--- config.mk ---
export PLATFORM = sky130hd
export DESIGN_NAME = rz32_rx_chan
export DESIGN_NICKNAME = d
export VERILOG_FILES = /design/src/rtl/rz32_pkg.sv /design/src/rtl/rz32_sync.sv /design/src/rtl/rz32_tick_gen.sv /design/src/rtl/rz32_frame.sv /design/src/rtl/rz32_rx_chan.sv
export SDC_FILE = /design/constraint.sdc
export NUM_CORES = 1
export LEC_CHECK = 0
export ABC_AREA = 1
export BUFFER_PORTS_ARGS = -buffer_cell sky130_fd_sc_hd__buf_2
export CAP_MARGIN = 20
export CORE_ASPECT_RATIO = 1.2
export CORE_MARGIN = 2
export CORE_UTILIZATION = 29
export DETAILED_ROUTE_END_ITERATION = 10
export PLACE_DENSITY = 0.44
export REMOVE_ABC_BUFFERS = 1
export SETUP_SLACK_MARGIN = 0.02
export SYNTH_ARGS = -nofsm -noshare
export SYNTH_HDL_FRONTEND = slang
export SYNTH_HIERARCHICAL = 1
export SYNTH_SLANG_ARGS = --single-unit
export TNS_END_PERCENT = 1
--- constraint.sdc ---
create_clock -name clk -period 1.68 [get_ports clk]
set_input_delay 0.084 -clock clk [delete_from_list [all_inputs] [get_ports clk]]
set_output_delay 0.084 -clock clk [all_outputs]
set_load 0.005 [all_outputs]
--- src/rtl/rz32_pkg.sv ---
package rz32_pkg;
   localparam int WORD_BITS = 32;
   localparam int HALF_BITS = WORD_BITS / 2;

   typedef enum logic [2:0] {
      FR_DISCARD,
      FR_HUNT,
      FR_READY,
      FR_RECV,
      FR_TAIL
   } frame_state_t;
endpackage

--- src/rtl/rz32_sync.sv ---
module rz32_sync #(
   parameter int WIDTH  = 2,
   parameter int STAGES = 2
) (
   input  logic             clk,
   input  logic             rst_n,
   input  logic [WIDTH-1:0] d_i,
   output logic [WIDTH-1:0] q_o
);
   initial begin
      sync_depth_chk: assert (STAGES >= 2);
   end

   for (genvar l = 0; l < WIDTH; l++) begin : g_line
      logic [STAGES-1:0] chain_q;
      always_ff @(posedge clk or negedge rst_n) begin
         if (!rst_n) chain_q <= '0;
         else        chain_q <= {chain_q[STAGES-2:0], d_i[l]};
      end
      assign q_o[l] = chain_q[STAGES-1];
   end
endmodule

--- src/rtl/rz32_tick_gen.sv ---
module rz32_tick_gen #(
   parameter int DIV_FAST = 20,
   parameter int DIV_SLOW = 160
) (
   input  logic clk,
   input  logic rst_n,
   input  logic slow_i,
   output logic tick_o
);
   localparam int DIV_MAX = (DIV_FAST > DIV_SLOW) ? DIV_FAST : DIV_SLOW;
   localparam int CW      = $clog2(DIV_MAX);

   initial begin
      div_range_chk: assert (DIV_FAST >= 2 && DIV_SLOW >= 2);
   end

   logic [CW-1:0] cnt_q;
   logic [CW-1:0] limit;

   always_comb limit = slow_i ? CW'(DIV_SLOW - 1) : CW'(DIV_FAST - 1);

   always_ff @(posedge clk or negedge rst_n) begin
      if (!rst_n) begin
         cnt_q  <= '0;
         tick_o <= 1'b0;
      end else if (cnt_q >= limit) begin
         cnt_q  <= '0;
         tick_o <= 1'b1;
      end else begin
         cnt_q  <= cnt_q + CW'(1);
         tick_o <= 1'b0;
      end
   end


   tick_single_chk: assert property (@(posedge clk) disable iff (!rst_n)
      tick_o |=> !tick_o);
endmodule

--- src/rtl/rz32_frame.sv ---
module rz32_frame
   import rz32_pkg::*;
#(
   parameter int SPB = 10
) (
   input  logic                 clk,
   input  logic                 rst_n,
   input  logic                 clr_n,
   input  logic                 tick_i,
   input  logic                 one_i,
   input  logic                 zero_i,
   input  logic                 odd_i,
   output logic [WORD_BITS-1:0] word_o,
   output logic                 done_o,
   output logic                 err_bit_o,
   output logic                 err_gap_o,
   output logic                 err_par_o
);
   localparam int GAP_T   = 4 * SPB;
   localparam int TAIL_T  = 2 * SPB;
   localparam int STALL_T = 2 * SPB;
   localparam int CW      = $clog2(GAP_T + 1);
   localparam int BW      = $clog2(WORD_BITS);
   localparam logic [CW-1:0] GAP_C   = CW'(GAP_T);
   localparam logic [CW-1:0] TAIL_C  = CW'(TAIL_T);
   localparam logic [CW-1:0] STALL_C = CW'(STALL_T);
   localparam logic [BW-1:0] LAST_C  = BW'(WORD_BITS - 1);

   frame_state_t         st_q;
   logic [WORD_BITS-1:0] sh_q;
   logic [BW-1:0]        cnt_q;
   logic [CW-1:0]        null_q;
   logic [CW-1:0]        since_q;
   logic                 prev_null_q;
   logic                 sym_null, sym_bad, bit_start, par_ok;

   always_comb begin
      sym_null  = !one_i && !zero_i;
      sym_bad   = one_i && zero_i;
      bit_start = prev_null_q && (one_i ^ zero_i);
      par_ok    = odd_i ? (^sh_q) : !(^sh_q);
   end

   assign word_o = sh_q;

   always_ff @(posedge clk or negedge rst_n) begin
      if (!rst_n) begin
         st_q        <= FR_DISCARD;
         sh_q        <= '0;
         cnt_q       <= '0;
         null_q      <= '0;
         since_q     <= '0;
         prev_null_q <= 1'b1;
         done_o      <= 1'b0;
         err_bit_o   <= 1'b0;
         err_gap_o   <= 1'b0;
         err_par_o   <= 1'b0;
      end else if (!clr_n) begin
         st_q        <= FR_DISCARD;
         sh_q        <= '0;
         cnt_q       <= '0;
         null_q      <= '0;
         since_q     <= '0;
         prev_null_q <= 1'b1;
         done_o      <= 1'b0;
         err_bit_o   <= 1'b0;
         err_gap_o   <= 1'b0;
         err_par_o   <= 1'b0;
      end else begin
         done_o    <= 1'b0;
         err_bit_o <= 1'b0;
         err_gap_o <= 1'b0;
         err_par_o <= 1'b0;
         if (tick_i) begin
            prev_null_q <= sym_null;
            if (!sym_null)          null_q <= '0;
            else if (null_q != GAP_C) null_q <= null_q + CW'(1);
            if (bit_start)            since_q <= '0;
            else if (since_q != STALL_C) since_q <= since_q + CW'(1);

            if (sym_bad) begin
               if (st_q != FR_DISCARD) err_bit_o <= 1'b1;
               st_q <= FR_DISCARD;
            end else begin
               unique case (st_q)
                  FR_DISCARD, FR_HUNT: begin
                     if (bit_start) begin
                        if (st_q == FR_HUNT) err_gap_o <= 1'b1;
                        st_q <= FR_DISCARD;
                     end else if (null_q >= GAP_C) begin
                        st_q <= FR_READY;
                     end
                  end
                  FR_READY: begin
                     if (bit_start) begin
                        sh_q  <= {one_i, sh_q[WORD_BITS-1:1]};
                        cnt_q <= BW'(1);
                        st_q  <= FR_RECV;
                     end
                  end
                  FR_RECV: begin
                     if (bit_start) begin
                        sh_q <= {one_i, sh_q[WORD_BITS-1:1]};
                        if (cnt_q == LAST_C) st_q  <= FR_TAIL;
                        else                 cnt_q <= cnt_q + BW'(1);
                     end else if (since_q >= STALL_C) begin
                        err_bit_o <= 1'b1;
                        st_q      <= FR_DISCARD;
                     end
                  end
                  FR_TAIL: begin
                     if (bit_start) begin
                        err_bit_o <= 1'b1;
                        st_q      <= FR_DISCARD;
                     end else if (null_q >= TAIL_C) begin
                        if (par_ok) done_o    <= 1'b1;
                        else        err_par_o <= 1'b1;
                        st_q <= FR_HUNT;
                     end
                  end
                  default: st_q <= FR_DISCARD;
               endcase
            end
         end
      end
   end


   pulse_excl_chk: assert property (@(posedge clk) disable iff (!rst_n)
      $onehot0({done_o, err_bit_o, err_gap_o, err_par_o}));


   gap_err_src_chk: assert property (@(posedge clk) disable iff (!rst_n)
      err_gap_o |-> $past(tick_i && (one_i ^ zero_i)));


   bit_err_tick_chk: assert property (@(posedge clk) disable iff (!rst_n)
      err_bit_o |-> $past(tick_i));
endmodule

--- src/rtl/rz32_rx_chan.sv ---
module rz32_rx_chan
   import rz32_pkg::*;
#(
   parameter int SPB         = 10,
   parameter int DIV_FAST    = 20,
   parameter int DIV_SLOW    = 160,
   parameter int SYNC_STAGES = 2
) (
   input  logic                 clk,
   input  logic                 rst_n,
   input  logic                 clr_n_i,
   input  logic                 line_one_i,
   input  logic                 line_zero_i,
   input  logic                 rate_slow_i,
   input  logic                 parity_odd_i,
   input  logic                 rd_lo_i,
   input  logic                 rd_hi_i,
   output logic [HALF_BITS-1:0] rd_data_o,
   output logic                 arrive_n_o,
   output logic                 overrun_o,
   output logic                 err_bit_o,
   output logic                 err_gap_o,
   output logic                 err_par_o
);
   initial begin
      oversample_chk: assert (SPB >= 10);
   end

   logic [1:0]           line_sync;
   logic                 tick;
   logic [WORD_BITS-1:0] word;
   logic                 word_done;
   logic [WORD_BITS-1:0] hold_q;
   logic                 pend_q;

   rz32_sync #(.WIDTH(2), .STAGES(SYNC_STAGES)) i_sync (
      .clk   (clk),
      .rst_n (rst_n),
      .d_i   ({line_one_i, line_zero_i}),
      .q_o   (line_sync)
   );

   rz32_tick_gen #(.DIV_FAST(DIV_FAST), .DIV_SLOW(DIV_SLOW)) i_tick (
      .clk    (clk),
      .rst_n  (rst_n),
      .slow_i (rate_slow_i),
      .tick_o (tick)
   );

   rz32_frame #(.SPB(SPB)) i_frame (
      .clk       (clk),
      .rst_n     (rst_n),
      .clr_n     (clr_n_i),
      .tick_i    (tick),
      .one_i     (line_sync[1]),
      .zero_i    (line_sync[0]),
      .odd_i     (parity_odd_i),
      .word_o    (word),
      .done_o    (word_done),
      .err_bit_o (err_bit_o),
      .err_gap_o (err_gap_o),
      .err_par_o (err_par_o)
   );

   always_ff @(posedge clk or negedge rst_n) begin
      if (!rst_n) begin
         hold_q    <= '0;
         pend_q    <= 1'b0;
         overrun_o <= 1'b0;
         rd_data_o <= '0;
      end else if (!clr_n_i) begin
         hold_q    <= '0;
         pend_q    <= 1'b0;
         overrun_o <= 1'b0;
         rd_data_o <= '0;
      end else begin
         if (word_done) begin
            hold_q <= word;
            pend_q <= 1'b1;
            if (pend_q) overrun_o <= 1'b1;
         end else if (rd_hi_i) begin
            pend_q <= 1'b0;
         end
         if (rd_hi_i)      rd_data_o <= hold_q[WORD_BITS-1:HALF_BITS];
         else if (rd_lo_i) rd_data_o <= hold_q[HALF_BITS-1:0];
      end
   end

   assign arrive_n_o = !pend_q;


   hi_read_clr_chk: assert property (@(posedge clk) disable iff (!rst_n)
      (rd_hi_i && !word_done && clr_n_i) |=> arrive_n_o);


   arrive_cause_chk: assert property (@(posedge clk) disable iff (!rst_n)
      $fell(arrive_n_o) |-> $past(word_done));


   overrun_set_chk: assert property (@(posedge clk) disable iff (!rst_n)
      (word_done && !arrive_n_o && clr_n_i) |=> overrun_o);


   overrun_hold_chk: assert property (@(posedge clk) disable iff (!rst_n)
      (overrun_o && clr_n_i) |=> overrun_o);
endmodule

### Word-level counts from Yosys, hierarchy flattened

Index checks and enable logic that the tools add are counted.

| storage, ports and cells | value |
|---|---|
| output and inout bits | 21 |
| input port bits | 9 |
| bits in registers | 120 |
| word-level logic and storage cells | 148 |

| operators by class | value |
|---|---|
| equality and inequality tests | 26 |
| $add $sub $neg | 4 |
| bitwise operators | 1 |
| $lt $le $gt $ge | 4 |
| reduce and logical (&&, ||, !) cells | 18 |
| multiplexer cells | 77 |

Operator list:

| kind | number |
|---|---|
| two-way mux 32 bit | 7 |
| two-way mux 16 bit | 3 |
| two-way mux 6 bit | 8 |
| two-way mux 1 bit | 37 |
| two-way mux 3 bit | 11 |
| parity 32 bit | 1 |
| two-way mux 5 bit | 6 |
| two-way mux 8 bit | 2 |
| inequality test 5 x 2 -> 1 bit, second input constant | 3 |
| adder 6 x 1 -> 6 bit, second input constant | 2 |
| >= comparator 6 x 5 -> 1 bit, second input constant | 2 |
| inequality test 3 x 1 -> 1 bit, second input constant | 4 |
| one-hot mux 3 bit (4 select lines) | 1 |
| AND reduction 6 bit | 2 |
| one-hot mux 5 bit (2 select lines) | 1 |
| adder 8 x 1 -> 8 bit, second input constant | 1 |
| >= comparator 8 bit | 1 |
| inequality test 2 x 1 -> 1 bit, second input constant | 4 |
| == test 3 x 2 -> 1 bit, second input constant | 2 |
| >= comparator 6 bit, second input constant | 1 |
| inequality test 3 x 2 -> 1 bit, second input constant | 2 |
| inequality test 3 bit, second input constant | 2 |
| inequality test 6 x 5 -> 1 bit, second input constant | 1 |
| inequality test 6 bit, second input constant | 1 |
| 16 further kinds | 25 |

### Longest topological paths before layout

| logic depth | value |
|---|---|
| depth in word-level cells | 10 |
| depth in mapped cells | 14 |
| mapped depth without buffers | 14 |

### Cells and area by module

The synthesis kept the hierarchy.

By module, submodules not included:

| module | times used | cells an instance | area each (um^2) | sequential area each (um^2) |
|---|---|---|---|---|
| rz32_frame | 1 | 437 | 3289.4 | 1427.6 |
| rz32_rx_chan | 1 | 255 | 2227.1 | 1251.2 |
| rz32_tick_gen | 1 | 60 | 518.0 | 225.2 |
| rz32_sync | 1 | 6 | 115.1 | 100.1 |

### Worst setup path before layout

No wires, ideal clock.

| timing path | value |
|---|---|
| path type | register to register |
| start point | reg i_sync.g_line[1].chain_q[1] |
| end point | reg i_frame.since_q[4] |
| period minus slack after synthesis | 1.775 ns |
| setup slack | -0.095 ns |
| arrival time | 1.650 ns |
| data required time | 1.555 ns |
| path buffers | 1 |
| cell stages (with the launch flop) | 14 |
| setup time | 0.125 ns |
| path through | dfrtp_1 -> buf_4 -> inv_1 -> ha_1 -> nand2_2 -> inv_1 -> nor2_2 -> nand3_1 -> nand2_1 -> inv_2 -> nand3_1 -> nor2_1 -> o22ai_1 -> a21oi_1 |

| on the way | value |
|---|---|
| cells in the longest elaborated chain, start to end | 5 |
| elaborated cells on any way between the ends | 7 |
| classes of those cells | eq/ne: 1; mux: 3; bitwise: 1; reduce/logical: 2 |

RTL lines:

| what | line | RTL |
|---|---|---|
| start, declared | rz32_sync.sv:15 | `logic [STAGES-1:0] chain_q;` |
| start signal, assigned | rz32_sync.sv:18 | `else chain_q <= {chain_q[STAGES-2:0], d_i[l]};` |
| XOR 1 bit (*) | rz32_frame.sv:40 | `bit_start = prev_null_q && (one_i ^ zero_i);` |
| logical AND 1 bit (*) | rz32_frame.sv:40 |  |
| two-way mux 6 bit | rz32_frame.sv:78 | `if (bit_start) since_q <= '0;` |
| two-way mux 6 bit | rz32_frame.sv:74 | `if (tick_i) begin` |
| two-way mux 6 bit | rz32_frame.sv:58 | `end else if (!clr_n) begin` |
| end signal, assigned | rz32_frame.sv:79 | `else if (since_q != STALL_C) since_q <= since_q + CW'(1);` |
| end, declared | rz32_frame.sv:33 | `logic [CW-1:0] since_q;` |

Mark *: on every way between the ends. The rest lies on a longest branch, timed or not. The select of a mux whose other input is x is not followed.
A chain may end at the register's enable or synchronous reset.

### Worst setup path in the final report

| timing path | value |
|---|---|
| start point | reg i_sync.g_line[1].chain_q[1] |
| end point | reg i_frame.cnt_q[2] |

| on the way | value |
|---|---|
| cells in the longest elaborated chain, start to end | 4 |
| elaborated cells on any way between the ends | 7 |
| classes of those cells | eq/ne: 3; bitwise: 1; reduce/logical: 3 |

RTL lines:

| what | line | RTL |
|---|---|---|
| XOR 1 bit | rz32_frame.sv:40 |  |
| logical AND 1 bit | rz32_frame.sv:40 |  |
| inequality test 3 x 2 -> 1 bit (no source line) | n/a |  |
| AND reduction 6 bit (no source line) (*) | n/a |  |
| end signal, assigned | rz32_frame.sv:105 | `else cnt_q <= cnt_q + BW'(1);` |
| end, declared | rz32_frame.sv:31 | `logic [BW-1:0] cnt_q;` |

Mark *: on every way between the ends. The rest lies on a longest branch, timed or not.

==> impl_metrics.env <==
export IMPL_synthTopCellsByArea="dfrtp_1 48%, nand2_1 15%, nand3_1 8.2%"
export IMPL_status="finished clean"
export IMPL_relSlewSlack=0.633
export IMPL_finalSetupViolCount=0
export IMPL_hp_class="input port to flip-flop"
export IMPL_p_sw_frac=0.274
export IMPL_ant_nets=0
export IMPL_io_buffers=29
export IMPL_critPathArrivalTime_ns=1.88
export IMPL_initial_core_util=0.294
export IMPL_pwr_share_seq=0.411
export IMPL_cap_violations=0
export IMPL_drc=0
export IMPL_synth_top_cell_area_share=0.484
export IMPL_cts_setup_buffers=0
export IMPL_die_h_um=164
export IMPL_path_max_fanout=5
export IMPL_critPathLaunchType="flip-flop"
export IMPL_cts_inserted_buffers=17
export IMPL_post_drt_wl_per_cell_um=13.2
export IMPL_die_area_mm2=0.0224
export IMPL_dp_cells=1054
export IMPL_fin_setup_tns_ns=0
export IMPL_coreArea_mm2=0.0209
export IMPL_p_switching_uw=2110
export IMPL_antenna_found_initial=0
export IMPL_crit_slowest_cell="dfrtp_1"
export IMPL_synth_top_flop_cell="dfrtp_1"
export IMPL_skew_ns=0.00744
export IMPL_worstPathCellList="buf_4 > ha_2 > nor2_4 > nand4_1 > nand2_2 > nand2_4 > inv_2 > nand2_2 > xor2_1 > nor2_1"
export IMPL_nets=827
export IMPL_root_buffer="clkbuf_16"
export IMPL_required_ns=1.98
export IMPL_drtIter0Drc=212
export IMPL_synthArstFlopShare=1.00
export IMPL_clockBufferDepth=2
export IMPL_grt_pass1_vias=4849
export IMPL_power_per_cell_area_mw_per_mm2=1040
export IMPL_synth_seq_cells=120
export IMPL_path_common_cell="nand2_2"
export IMPL_wirelength_um=14400
export IMPL_die_x_um=137
export IMPL_clkLatencyLatePin_ns=0.42
export IMPL_syn_inst=758
export IMPL_cts_tree="done"
export IMPL_grt_pass1_wl_um=24400
export IMPL_critical_path_class="flip-flop to flip-flop"
export IMPL_yosysUniqueCellTypes=40
export IMPL_cts_sinks=120
export IMPL_layout_cells_non_filler=1089
export IMPL_vias=4895
export IMPL_power_frac_clock=0.464
export IMPL_cts_max_level=4
export IMPL_ir_drop_mv=0.703
export IMPL_crit_path_max_incr_delay_ns=0.38
export IMPL_place_congestion=0.827
export IMPL_p_int_uw=5600
export IMPL_drv_slew=0
export IMPL_grt_max_degree=67
export IMPL_row_count=58
export IMPL_drtPass1Iterations=4
export IMPL_num_fill_cells=2225
export IMPL_synth_edf_count=0
export IMPL_period_share=0.942
export IMPL_synth_area_mm2=0.00615
export IMPL_grt_usage=0.140
export IMPL_synthToLayoutAreaGrowth_pct=20.2
export IMPL_syn_area_per_cell_um2=8.11
export IMPL_utilization=0.354
export IMPL_ys_warnings_count=6
export IMPL_rsz0062_at_grt="yes"
export IMPL_dp_hpwl_um=9830
export IMPL_drt_vias_per_instance=4.49
export IMPL_layout_drive_gt1_share=0.179
export IMPL_max_freq_mhz=632
export IMPL_cts_clk_slew_worst_paths_ns=0.06
export IMPL_synth_top_cell_by_area="dfrtp_1"
export IMPL_critPathCaptureType="flip-flop"
export IMPL_cellLeakagePower_uw=0.00367
export IMPL_final_common_cell="nand2_1"
export IMPL_layout_common_cells="241 x nand2_1, 114 x dfrtp_1, 99 x nand3_1, 59 x inv_1, 52 x o21ai_0"
export IMPL_ios=30
export IMPL_fin_crit_ns=1.58
export IMPL_worstMarginPinSlew_ns=0.550
export IMPL_p_comb_frac=0.125
export IMPL_ys_seq_area_frac=0.489
export IMPL_diodes=0
export IMPL_hold_viol=0
export IMPL_overflow=0
-- worst max-delay path, delay by kind of cell (launching register included) --
family                   cells  cell delay, ns
flip-flops                   1            0.38
adder cells (fa/ha/maj)      1            0.19
buffers and inverters        2            0.20
AND/OR/NAND/NOR              6            0.58
XOR/XNOR                     1            0.12
-- kinds of logic after synthesis --
group / share of synthesized area
buffers and inverters: 0.0771
adder cells (fa/ha/maj): 0.0244
AND/OR/NAND/NOR: 0.297
XOR/XNOR: 0.0370
AO/OA/AOI/OAI: 0.0755
flip-flops: 0.489
-- timing repair --
action | in CTS | in global routing
resized for setup | 2 | 31
endpoints found under the setup margin | 23 | 51
pin swaps | 0 | 3
gates cloned | 0 | 0
hold endpoints to repair | 34 | 0
hold buffers | 3 | 0
-- layer usage --
layer / part of all wire / up-vias / global-route usage
met5: 0 / - / 0
met4: 0.016 / 0 / 0.0525
met3: 0.023 / 18 / 0.0301
met2: 0.49 / 55 / 0.235
met1: 0.47 / 2284 / 0.176
li1: - / 2538 / -
-- cells in the mapped netlist (2+ instances only) --
cell	count
nand2_4	4
clkbuf_1	3
clkbuf_2	2
buf_6	4
nor4_1	2
nand4_1	3
xor2_1	12
o21ai_1	7
inv_1	64
nor2_2	12
o31ai_1	2
nand2_2	6
buf_2	14
nor2_8	2
nand2b_1	2
nor3_1	6
nand3_1	101
buf_4	6
ha_1	12
a21oi_2	2
xnor2_1	14
o22ai_1	2
nor2_1	28
nand2_1	244
a21oi_1	9
dfrtp_1	119
inv_2	6
o21ai_0	58
-- worst paths after layout --
path / startpoint / endpoint / slack, ns / cells after the start
max in group asynchronous: rst_n / i_frame/word_o[2] / 0.86 / 3
worst max register to register: i_sync/g_line[1].chain_q[1] / i_frame/cnt_q[2] / 0.1 / 10
worst min register to register: i_sync/g_line[1].chain_q[0] / i_sync/g_line[1].chain_q[1] / 0.35 / 0
worst max-delay path: i_sync/g_line[1].chain_q[1] / i_frame/cnt_q[2] / 0.1 / 10
min in group asynchronous: rst_n / overrun_o / 0.18 / 2
worst min-delay path: rd_lo_i / rd_data_o[8] / 0.03 / 4
-- stage by stage --
stage               setup slack (ns)  power (µW)  hold WS, ns  instance area, µm²
floorplan                     -0.509        3790       -0.212                5950
global placement            -0.00361        4170       0.0917                6700
detailed placement          -0.00660        4160        0.102                6700
CTS                         0.000518        7820       0.0278                7310
global route                 -0.0801        8110       0.0434                7390
finish                        0.0970        7710       0.0346                7390
-- cell type report --
type | count | area, µm² | share of cell area
clock buffer | 20 | 447 | 0.0604
timing repair buffer | 59 | 447 | 0.0604
multi-input combinational | 536 | 2740 | 0.371
sequential | 120 | 3010 | 0.407
inverter | 72 | 278 | 0.0376
tap | 270 | 338 | 0.0457
clock inverter | 12 | 128 | 0.0173
-- registers in the layout, indices dropped and copies added (netlist names) --
signal	cells
hold_q	32
i_frame/word_o	32
rd_data_o	16
i_tick/cnt_q	8
i_frame/null_q	6
i_frame/since_q	6
i_frame/cnt_q	5
i_sync/g_line.chain_q	4
i_frame/st_q	3
i_frame/done_o	1
i_frame/err_bit_o	1
i_frame/err_gap_o	1
i_frame/err_par_o	1
i_frame/prev_null_q	1
i_tick/tick_o	1
overrun_o	1
pend_q	1
-- power groups by stage --
| stage | logic [µW] | clock network (µW) | registers, µW |
|---|---|---|---|
| 2_1_floorplan | 610 | 0 | 3180 |
| 3_3_place_gp | 955 | 0 | 3210 |
| 3_5_place_dp | 950 | 0 | 3210 |
| 4_1_cts | 963 | 3690 | 3160 |
| 5_1_grt | 1110 | 3820 | 3190 |
| 6_report | 964 | 3580 | 3170 |
Note: power is estimated with default switching activity, not from simulation.
